## src/rtl/dtu_pkg.sv

```systemverilog
package dtu_pkg;

  typedef logic [7:0] byte_t;

  typedef enum logic [1:0] {
    M_13BIT  = 2'd0,
    M_16BIT  = 2'd1,
    M_RELOAD = 2'd2,
    M_SPLIT  = 2'd3
  } tmode_e;

  typedef struct packed {
    byte_t hi;
    byte_t lo;
    logic  wrap;
  } pair_t;

  localparam int          ADDR_W = 3;
  localparam int          N_TMR  = 2;
  localparam logic [ADDR_W-1:0] A_MODE = 3'd0;
  localparam logic [ADDR_W-1:0] A_CTRL = 3'd1;
  localparam logic [ADDR_W-1:0] A_T0L  = 3'd2;
  localparam logic [ADDR_W-1:0] A_T0H  = 3'd3;
  localparam logic [ADDR_W-1:0] A_T1L  = 3'd4;
  localparam logic [ADDR_W-1:0] A_T1H  = 3'd5;

  // One increment of a byte pair under the given mode (split: low byte only).
  function automatic pair_t pair_step(tmode_e m, byte_t hi, byte_t lo);
    pair_t       r;
    logic [13:0] v13;
    logic [16:0] v16;
    r   = '{hi: hi, lo: lo, wrap: 1'b0};
    v13 = '0;
    v16 = '0;
    unique case (m)
      M_13BIT: begin
        v13    = {1'b0, hi, lo[4:0]} + 14'd1;
        r.wrap = v13[13];
        r.hi   = v13[12:5];
        r.lo   = {3'b000, v13[4:0]};
      end
      M_16BIT: begin
        v16    = {1'b0, hi, lo} + 17'd1;
        r.wrap = v16[16];
        r.hi   = v16[15:8];
        r.lo   = v16[7:0];
      end
      M_RELOAD: begin
        if (lo == 8'hFF) begin
          r.lo   = hi;
          r.wrap = 1'b1;
        end else begin
          r.lo = lo + 8'd1;
        end
      end
      default: begin
        {r.wrap, r.lo} = {1'b0, lo} + 9'd1;
      end
    endcase
    return r;
  endfunction

  // Visible value of a low byte: the 13-bit mode hides bits 7:5.
  function automatic byte_t low_view(tmode_e m, byte_t lo);
    return (m == M_13BIT) ? {3'b000, lo[4:0]} : lo;
  endfunction

endpackage

```

## src/rtl/dtu_prescaler.sv

```systemverilog
module dtu_prescaler #(
  parameter int DIV = 12
) (
  input  logic clk,
  input  logic rst_n,
  output logic tick
);
  localparam int CW = (DIV > 1) ? $clog2(DIV) : 1;
  localparam logic [CW-1:0] LAST = CW'(DIV - 1);

  logic [CW-1:0] cnt_q;

  assign tick = (cnt_q == LAST);

  always_ff @(posedge clk or negedge rst_n) begin
    if (!rst_n)    cnt_q <= '0;
    else if (tick) cnt_q <= '0;
    else           cnt_q <= cnt_q + 1'b1;
  end
endmodule

```

## src/rtl/dtu_fall_det.sv

```systemverilog
module dtu_fall_det (
  input  logic clk,
  input  logic rst_n,
  input  logic tick,
  input  logic pin,
  output logic fall
);
  logic samp_q, prev_q;

  // Pin is looked at only on machine-cycle ticks; a 1 then 0 sample pair fires.
  assign fall = tick & prev_q & ~samp_q;

  always_ff @(posedge clk or negedge rst_n) begin
    if (!rst_n) begin
      samp_q <= 1'b1;
      prev_q <= 1'b1;
    end else if (tick) begin
      samp_q <= pin;
      prev_q <= samp_q;
    end
  end
endmodule

```

## src/rtl/dtu_timer_core.sv

```systemverilog
module dtu_timer_core
  import dtu_pkg::*;
#(
  parameter bit SPLIT_CAPABLE = 1'b1
) (
  input  logic   clk,
  input  logic   rst_n,
  input  tmode_e mode,
  input  logic   inc_lo,
  input  logic   inc_hi,
  input  logic   wr_lo,
  input  logic   wr_hi,
  input  byte_t  wdata,
  output byte_t  lo_q,
  output byte_t  hi_q,
  output logic   wrap_lo,
  output logic   wrap_hi
);
  logic  hold;
  logic  split;
  pair_t nxt;

  assign hold    = wr_lo | wr_hi;
  assign split   = (mode == M_SPLIT);
  assign nxt     = pair_step(mode, hi_q, lo_q);
  assign wrap_lo = inc_lo & ~hold & nxt.wrap;
  assign wrap_hi = SPLIT_CAPABLE & split & inc_hi & ~hold & (hi_q == 8'hFF);

  always_ff @(posedge clk or negedge rst_n) begin
    if (!rst_n) begin
      lo_q <= '0;
      hi_q <= '0;
    end else if (hold) begin
      if (wr_lo) lo_q <= wdata;
      if (wr_hi) hi_q <= wdata;
    end else begin
      if (inc_lo) begin
        lo_q <= nxt.lo;
        if (!split) hi_q <= nxt.hi;
      end
      if (SPLIT_CAPABLE && split && inc_hi) hi_q <= hi_q + 8'd1;
    end
  end
endmodule

```

## src/rtl/dual_timer_unit.sv

```systemverilog
module dual_timer_unit
  import dtu_pkg::*;
#(
  parameter int DIV = 12
) (
  input  logic              clk,
  input  logic              rst_n,
  input  logic              sfr_we,
  input  logic [ADDR_W-1:0] sfr_addr,
  input  logic [7:0]        sfr_wdata,
  output logic [7:0]        sfr_rdata,
  input  logic [N_TMR-1:0]  ev_in,
  input  logic [N_TMR-1:0]  gate_in,
  output logic [N_TMR-1:0]  tf_out
);
  byte_t            mode_r;
  logic [N_TMR-1:0] tr_q;
  logic [N_TMR-1:0] tf_q;

  logic             mc_tick;
  logic [N_TMR-1:0] fall_evt;

  dtu_prescaler #(.DIV(DIV)) u_pre (.clk(clk), .rst_n(rst_n), .tick(mc_tick));

  for (genvar g = 0; g < N_TMR; g++) begin : g_edge
    dtu_fall_det u_fd (
      .clk(clk), .rst_n(rst_n), .tick(mc_tick), .pin(ev_in[g]), .fall(fall_evt[g])
    );
  end

  // Mode nibble fields
  tmode_e m0, m1;
  logic   ct0, ct1, gt0, gt1;
  assign m0  = tmode_e'(mode_r[1:0]);
  assign ct0 = mode_r[2];
  assign gt0 = mode_r[3];
  assign m1  = tmode_e'(mode_r[5:4]);
  assign ct1 = mode_r[6];
  assign gt1 = mode_r[7];

  // Named count events
  logic run0, run1, t0_split, inc0_lo, inc0_hi, inc1;
  assign run0     = tr_q[0] & (~gt0 | gate_in[0]);
  assign run1     = tr_q[1] & (~gt1 | gate_in[1]);
  assign t0_split = (m0 == M_SPLIT);
  assign inc0_lo  = run0 & (ct0 ? fall_evt[0] : mc_tick);
  assign inc0_hi  = t0_split & tr_q[1] & mc_tick;
  assign inc1     = run1 & (ct1 ? fall_evt[1] : mc_tick) & (m1 != M_SPLIT);

  logic wr_mode, wr_ctrl, wr_t0l, wr_t0h, wr_t1l, wr_t1h;
  assign wr_mode = sfr_we & (sfr_addr == A_MODE);
  assign wr_ctrl = sfr_we & (sfr_addr == A_CTRL);
  assign wr_t0l  = sfr_we & (sfr_addr == A_T0L);
  assign wr_t0h  = sfr_we & (sfr_addr == A_T0H);
  assign wr_t1l  = sfr_we & (sfr_addr == A_T1L);
  assign wr_t1h  = sfr_we & (sfr_addr == A_T1H);

  byte_t t0_lo, t0_hi, t1_lo, t1_hi;
  logic  t0_wrap_lo, t0_wrap_hi, t1_wrap_lo, t1_wrap_hi;

  dtu_timer_core #(.SPLIT_CAPABLE(1'b1)) u_t0 (
    .clk(clk), .rst_n(rst_n), .mode(m0),
    .inc_lo(inc0_lo), .inc_hi(inc0_hi),
    .wr_lo(wr_t0l), .wr_hi(wr_t0h), .wdata(sfr_wdata),
    .lo_q(t0_lo), .hi_q(t0_hi), .wrap_lo(t0_wrap_lo), .wrap_hi(t0_wrap_hi)
  );

  dtu_timer_core #(.SPLIT_CAPABLE(1'b0)) u_t1 (
    .clk(clk), .rst_n(rst_n), .mode(m1),
    .inc_lo(inc1), .inc_hi(1'b0),
    .wr_lo(wr_t1l), .wr_hi(wr_t1h), .wdata(sfr_wdata),
    .lo_q(t1_lo), .hi_q(t1_hi), .wrap_lo(t1_wrap_lo), .wrap_hi(t1_wrap_hi)
  );

  // Flag raise events: in split mode timer 0's high half owns flag 1.
  logic [N_TMR-1:0] flag_set;
  assign flag_set[0] = t0_wrap_lo;
  assign flag_set[1] = t0_split ? t0_wrap_hi : (t1_wrap_lo | t1_wrap_hi);

  always_ff @(posedge clk or negedge rst_n) begin
    if (!rst_n) begin
      mode_r <= '0;
      tr_q   <= '0;
      tf_q   <= '0;
    end else begin
      if (wr_mode) mode_r <= sfr_wdata;
      if (wr_ctrl) begin
        tr_q <= {sfr_wdata[6], sfr_wdata[4]};
        tf_q <= {sfr_wdata[7], sfr_wdata[5]} | flag_set;
      end else begin
        tf_q <= tf_q | flag_set;
      end
    end
  end

  assign tf_out = tf_q;

  always_comb begin
    unique case (sfr_addr)
      A_MODE:  sfr_rdata = mode_r;
      A_CTRL:  sfr_rdata = {tf_q[1], tr_q[1], tf_q[0], tr_q[0], 4'b0000};
      A_T0L:   sfr_rdata = low_view(m0, t0_lo);
      A_T0H:   sfr_rdata = t0_hi;
      A_T1L:   sfr_rdata = low_view(m1, t1_lo);
      A_T1H:   sfr_rdata = t1_hi;
      default: sfr_rdata = 8'h00;
    endcase
  end
endmodule

```

## config.mk

```make
export PLATFORM = sky130hd
export DESIGN_NAME = dual_timer_unit
export DESIGN_NICKNAME = d
export VERILOG_FILES = /design/src/rtl/dtu_pkg.sv /design/src/rtl/dtu_prescaler.sv /design/src/rtl/dtu_fall_det.sv /design/src/rtl/dtu_timer_core.sv /design/src/rtl/dual_timer_unit.sv
export SDC_FILE = /design/constraint.sdc
export NUM_CORES = 1
export LEC_CHECK = 0
export BUFFER_PORTS_ARGS = -buffer_cell sky130_fd_sc_hd__buf_2
export CAP_MARGIN = 20
export CELL_PAD_IN_SITES_DETAIL_PLACEMENT = 1
export CELL_PAD_IN_SITES_GLOBAL_PLACEMENT = 2
export CORE_ASPECT_RATIO = 1.2
export CORE_UTILIZATION = 38
export DETAILED_ROUTE_END_ITERATION = 8
export PLACE_DENSITY = 0.82
export SLEW_MARGIN = 20
export SYNTH_ARGS = -nofsm -noshare
export SYNTH_HDL_FRONTEND = slang
export SYNTH_SLANG_ARGS = --single-unit
```

## constraint.sdc

```tcl
create_clock -name clk -period 2.3 [get_ports clk]
set_input_delay 0.23 -clock clk [delete_from_list [all_inputs] [get_ports clk]]
set_output_delay 0.23 -clock clk [all_outputs]
set_load 0.02 [all_outputs]
```

# After elaboration in Yosys (flattened, before gate mapping)
# Cells that the tools add are included.
# classes
reduce_logical	13
addsub	10
eq_ne	22
mul	0
shift	0
n_mux	31
order_cmp	0
bitwise_logic	36
div_mod_pow	0
# op_table
cell	count
2-to-1 mux 8 bit	19
one-hot mux 9 bit (3 select lines)	2
one-hot mux 8 bit (6 select lines)	1
adder 16 x 1 -> 17 bit (second input constant)	2
one-hot mux 8 bit (2 select lines)	2
adder 13 x 1 -> 14 bit (second input constant)	2
adder 8 x 1 -> 8 bit (second input constant)	3
AND 1 bit	24
equality test 8 bit (second input constant)	3
adder 8 x 1 -> 9 bit (second input constant)	2
inequality test 2 x 1 -> 1 bit (second input constant)	5
equality test 2 bit (second input constant)	4
AND reduction 4 bit	2
equality test 3 x 2 -> 1 bit (second input constant)	2
equality test 3 bit (second input constant)	2
inverter 1 bit	6
nonzero test 3 bit	2
2-to-1 mux 1 bit	5
adder 4 x 1 -> 4 bit (second input constant)	1
equality test 2 x 1 -> 1 bit (second input constant)	2
equality test 4 bit (second input constant)	1
logical NOT 2 bit	2
2-to-1 mux 4 bit	1
bitwise OR 1 bit	4
other kinds (10)	13
# totals
wordCells	124
n_memories	0
romBits	0
ff_bits	52
out_inout_bits	10
mem_bits_rw	0
latch_bits	0
inputBits	18

# Logic depth before layout (Yosys ltp)
# logic_depth
ltp_word	11
ltp_mapped	8
ltp_nobuf	6

# Cells and area by module
# Synthesis repeated with hierarchy kept, for this count alone.
# unflattened
hier_cells	419
area_unflattened_um2	3777.4
# by_module_without_submodules
module	n_inst	area_each_um2	cells_each	seq_area_each_um2
dtu_timer_core at u_t0	1	1248.7	149	400.4
dtu_timer_core at u_t1	1	1164.9	141	400.4
dual_timer_unit	1	1013.5	105	300.3
dtu_prescaler	1	180.2	14	100.1
dtu_fall_det	2	85.1	5	52.6

# Least setup slack after synthesis
# OpenSTA, ideal clock, no wires.
# synth_path
path_kind	reg2reg
start	reg u_t0.lo_q[0]
end	reg u_t0.lo_q[1]
stages_incl_launch_ff	7
n_path_buf	0
period_less_slack_ns	1.895
t_arrival_ns	1.777
t_required_ns	2.182
setup_ns	0.118
setup_slack_ns	0.405
path_cell_list	dfrtp_1 -> ha_1 -> nand4_4 -> nor4_4 -> mux2i_1 -> a211oi_2 -> a21o_1
# synth_via
elab_chain_len	5
elab_cells_between_ends	9
cone_classes	4 x add/sub; 1 x eq/ne; 4 x mux
# synth_rtl
item	line_no	source
start, declared	dtu_timer_core.sv:14	output byte_t lo_q,
start signal, assigned	dtu_timer_core.sv:34	if (wr_lo) lo_q <= wdata;
start signal, assigned	dtu_timer_core.sv:38	lo_q <= nxt.lo;
adder 8 x 1 -> 8 bit or equality test 8 bit (tied branches)	dtu_pkg.sv:53, dtu_pkg.sv:49	
2-to-1 mux 8 bit	dtu_pkg.sv:49	if (lo == 8'hFF) begin
one-hot mux 9 bit (3 select lines) *	dtu_pkg.sv:35	unique case (m)
2-to-1 mux 8 bit *	dtu_timer_core.sv:37	if (inc_lo) begin
2-to-1 mux 8 bit *	dtu_timer_core.sv:33	end else if (hold) begin
# Mark *: on every way between the ends. The rest lies on a longest branch, timed or not. The select of a mux whose other input is x is not followed.
# A chain may end at the register's enable or synchronous reset.

# Final worst setup path
# layout_path
start	reg mode_r[0]
end	out sfr_rdata[6]
# layout_via
elab_chain_len	3
# layout_rtl
item	line_no	source
start, declared	dual_timer_unit.sv:16	byte_t mode_r;
start signal, assigned	dual_timer_unit.sv:86	if (wr_mode) mode_r <= sfr_wdata;
logical NOT 2 bit	dtu_pkg.sv:65	return (m == M_13BIT) ? {3'b000, lo[4:0]} : lo;
2-to-1 mux 8 bit	dtu_pkg.sv:65	
one-hot mux 8 bit (6 select lines)	dual_timer_unit.sv:99	unique case (sfr_addr)
end, declared	dual_timer_unit.sv:11	output logic [7:0] sfr_rdata,
# No other way between the ends.

==> reports/qor.log <==
qor: run_status.outcome finished clean
qor: setup_path.startpoint_of_the_worst_slack_reg_to_reg_timing_path u_pre.cnt_q[0]$_DFF_PN0_
qor: place.placement.io_buffers 27
qor: detailed_routing.postRouteWirelength 13,790 um
qor: logic_synthesis.async_flop_share 1.000
qor: timing.timing.clock.skew 7.099 ps
qor: logic_synthesis.postSynthCellCount 457
qor: place.place_ws 148.5 ps
qor: setup_path.slowest_stage_delay_cp 540 ps
qor: layout.multi_input_area 2521 um^2
qor: clocking.worst_skew_pair.late_latency 300 ps
qor: setup_path.path_cells buf_4, nor2_1, nor3_1, a21oi_1, o211ai_1, buf_2
qor: setup_path.worst-endpoint-required 2070 ps
qor: logic_synthesis.main_area_contributors_after_synthesis sky130_fd_sc_hd__dfrtp_1 30%, sky130_fd_sc_hd__a21oi_1 5.0%, sky130_fd_sc_hd__nand2_1 4.5%
qor: setup_path.worstSetupEndpointType output pin
qor: logic_synthesis.synth_fa_ha_area_frac 0.01245
qor: timing.grt_setup_unrepaired no
qor: logic_synthesis.yosys_register_bits 52
qor: logic_synthesis.synth_top_family_by_area compound AO/OA/AOI/OAI gates
qor: global_route.track_usage 0.2739
qor: setup_path.worstPathArrival 1920 ps
qor: timing.final_critical_path_setup_slack 149.1 ps
qor: hold_path.hold_path.startpoint ev_in[0]
qor: clocking.cts_root_buf sky130_fd_sc_hd__clkbuf_16
qor: floorplan.die-height 114.7 um
qor: timing.max_clock_freq 0.4649 GHz
qor: setup_path.critical_setup_path_class register to output pin
qor: layout.nets 510
qor: detailed_routing.pre_antenna_drt_iters 4
qor: logic_synthesis.prevailing_post_synth_register_cell sky130_fd_sc_hd__dfrtp_1
qor: timing.final_period_minus_worst_setup_slack 2151 ps
qor: timing.min_period_over_period 0.9352
qor: floorplan.coreArea 10,160 um^2
qor: layout.fin_area 4554 um^2
qor: logic_synthesis.mappedNetlistArea 4021 um^2
qor: layout.diodes 0
qor: layout.utilization 0.4483
qor: detailed_routing.per_cell_via_count_in_the_routed_design 6.089
qor: logic_synthesis.synth_seq_area_share 0.3248
qor: place.finalWeightedCongestion 0.8426
qor: logic_synthesis.post-synth-top-area-fraction 0.2987
qor: logic_synthesis.synthesis.area_per_instance 8.799 um^2
qor: setup_path.largest_fanout_on_the_critical_path 7
qor: global_route.grt_first_pass_wirelength 22,430 um
qor: clocking.tritoncts built
qor: layout.syn_to_final_growth 13.25%
qor: clocking.clock_tree.buffer_depth 2
qor: detailed_routing.avgRoutedWirePerCell 22.42 um
qor: logic_synthesis.synth_edf_count 0
qor: layout.nFillCells 1,207
qor: floorplan.dieArea 11,000 um^2
qor: logic_synthesis.synth_fp_nets 479
qor: global_route.largest_net_degree_at_the_start_of_global_routing 53
qor: power_and_ir_drop.powerDensity 887.6 nW/um^2
qor: global_route.grt_overflow_total 0
qor: detailed_routing.remaining_drc_errors 0
qor: detailed_routing.final_antenna_net_count 0
qor: floorplan.core.rowCount 40
qor: hold_path.worstHoldPathType primary input to register
qor: timing.report.final.hold_viol_count 0
qor: logic_synthesis.yosys.area_share.xor_xnor 0.01525
qor: layout.layout_cells_sized_above_1 0.2290
qor: timing.setup_viol 0
qor: logic_synthesis.yosysTopAreaCell sky130_fd_sc_hd__dfrtp_1
qor: hold_path.hold-path-cell-count 3
qor: detailed_routing.detailed_route_iter0_violations 189
qor: floorplan.num_io_pins 28
qor: global_route.grt_pass1_vias 3,984
qor: timing.worst_slew_slack_as_a_fraction_of_its_limit 0.5122
qor: floorplan.die-width 95.91 um
qor: layout.area_occupied_by_registers 1306 um^2
qor: job.drv_cap 0
qor: logic_synthesis.yosys_warnings 0
qor: logic_synthesis.synthesized_area_fraction_occupied_by_ao_oa_aoi_and_oai_cells 0.2878
qor: power_and_ir_drop.vdd.ir_drop.worst 362.0 uV
qor: floorplan.floorplan.initialDensity 0.3958
qor: timing.drv_slew 0
qor: setup_path.worst_path_max_delay_cell sky130_fd_sc_hd__dfrtp_1
qor: setup_path.cp-start-kind register
qor: timing.worst_pin_slew 731.7 ps
qor: logic_synthesis.simple_gate_area_share_of_the_yosys_netlist 0.2489
qor: power_and_ir_drop.report.power.total 0.004042 W
qor: place.detailed_place_hpwl 10,250 um
qor: clocking.ctsHtreeMaxLevel 2
qor: clocking.path_clk_slew 70 ps
qor: global_route.number_of_antenna_violations_at_the_first_check_in_global_routing 0
qor: clocking.clock_buffers_created_by_tritoncts 5
qor: layout.most-common-layout-cells 48 x sky130_fd_sc_hd__nand2_1, 48 x sky130_fd_sc_hd__dfrtp_1, 41 x sky130_fd_sc_hd__nor2_1, 40 x sky130_fd_sc_hd__a21oi_1, 27 x sky130_fd_sc_hd__buf_2
qor: logic_synthesis.synth.area.mux_share 0.06067
qor: detailed_routing.dr_total_vias 3,745
qor: power_and_ir_drop.p_leak 1.786 nW
qor: logic_synthesis.synth_cell_type_count 77
qor: place.detailed_place.area 4354 um^2
qor: setup_path.logic_depth_of_the_worst_register_to_register_path 8
qor: clocking.post_cts_setup_buffer_count 0
qor: clocking.clock_sinks 52
qor: setup_path.critical_path.startpoint mode_r[0]$_DFFE_PN0P_
qor: timing.fin_tns_setup 0 ps
[worst max-delay path, delay by kind of cell, from the launching register on]
kind | cells | cell delay (ps)
and+or+nand+nor | 2 | 400
AOI/OAI and AO/OA | 2 | 270
buffers and inverters | 2 | 420
DFF | 1 | 540
[per-layer routing]
| metal | vias to the layer above | global-route usage | routed length (um) |
|---|---|---|---|
| li1 | 1775 | - | - |
| met1 | 1880 | 0.3455 | 5993 |
| met2 | 64 | 0.4781 | 6972 |
| met3 | 26 | 0.03254 | 414 |
| met4 | 0 | 0.09254 | 408 |
| met5 | - | 0 | 0 |
[synthesized netlist by cell type (all sizes together), types with 4 or more instances]
master,number
o31a,4
nor3,16
o22ai,6
nand2b,13
mux2,11
and4,4
nand2,48
nor4,7
o21ai,24
a221oi,7
dfstp,4
a21o,5
mux2i,12
a31oi,11
o211ai,6
nor2b,7
o21a,7
o31ai,5
xnor2,5
inv,11
a211oi,6
clkbuf,15
buf,14
nand3,14
o22a,7
o32ai,4
ha,4
a21oi,43
a22o,4
nor2,42
dfrtp,48
[stage by stage]
step | instances | hold slack, ps
after floorplan | 457 | -65.59
after global placement | 606 | 255.0
after detailed placement | 606 | 254.9
after CTS | 615 | 118.8
after global routing | 615 | 153.0
final | 615 | 118.9
[final timing paths]
check / endpoint / slack (ps)
setup / recovery: sfr_rdata[6] / 150
hold / removal: g_edge[0].u_fd.samp_q$_DFFE_PN1N_ / 120
setup reg to reg: u_t0.lo_q[7]$_DFFE_PN0P_ / 210
hold reg to reg: g_edge[1].u_fd.prev_q$_DFFE_PN1N_ / 470
max in group asynchronous: g_edge[0].u_fd.samp_q$_DFFE_PN1N_ / 1540
min in group asynchronous: mode_r[6]$_DFFE_PN0P_ / 440
[sequential cells by signal, summed over array words and instances (netlist names), 4 cells and up]
register,flops
u_t1.hi_q,8
u_t0.lo_q,8
mode_r,8
u_t1.lo_q,8
u_pre.cnt_q,4
u_t0.hi_q,8
[cells by family after synthesis]
| kind of cell | Yosys count |
|---|---|
| compound gates | 159 |
| flops | 52 |
| fa+ha+maj | 4 |
| buf+inv | 40 |
| simple gates | 172 |
| xor+xnor | 7 |
| mux | 23 |
[layout make-up]
| class | instances | share of cell area |
|---|---|---|
| tap | 126 | 0.03462 |
| sequential | 52 | 0.2868 |
| clock buffer | 7 | 0.03352 |
| inverter | 11 | 0.009066 |
| timing repair buffer | 53 | 0.07582 |
| multi-input combinational | 365 | 0.5536 |
| clock inverter | 1 | 0.006593 |
[timing repair]
| item | CTS | global route |
|---|---|---|
| hold endpoints to repair | 48 | 0 |
| endpoints found under the setup margin | 0 | 2 |
| resized for setup | 0 | 2 |
| hold buffers | 1 | 0 |
[where the power goes]
part | leakage [nW] | internal (W) | total (W) | switching (W)
clock network | 0.0901 | 0.000574 | 0.000940 | 0.000366
registers | 0.620 | 0.00117 | 0.00161 | 0.000439
logic | 1.08 | 0.000647 | 0.00150 | 0.000849
total | 1.79 | 0.00239 | 0.00404 | 0.00165
(Power assumes the default switching activity.)
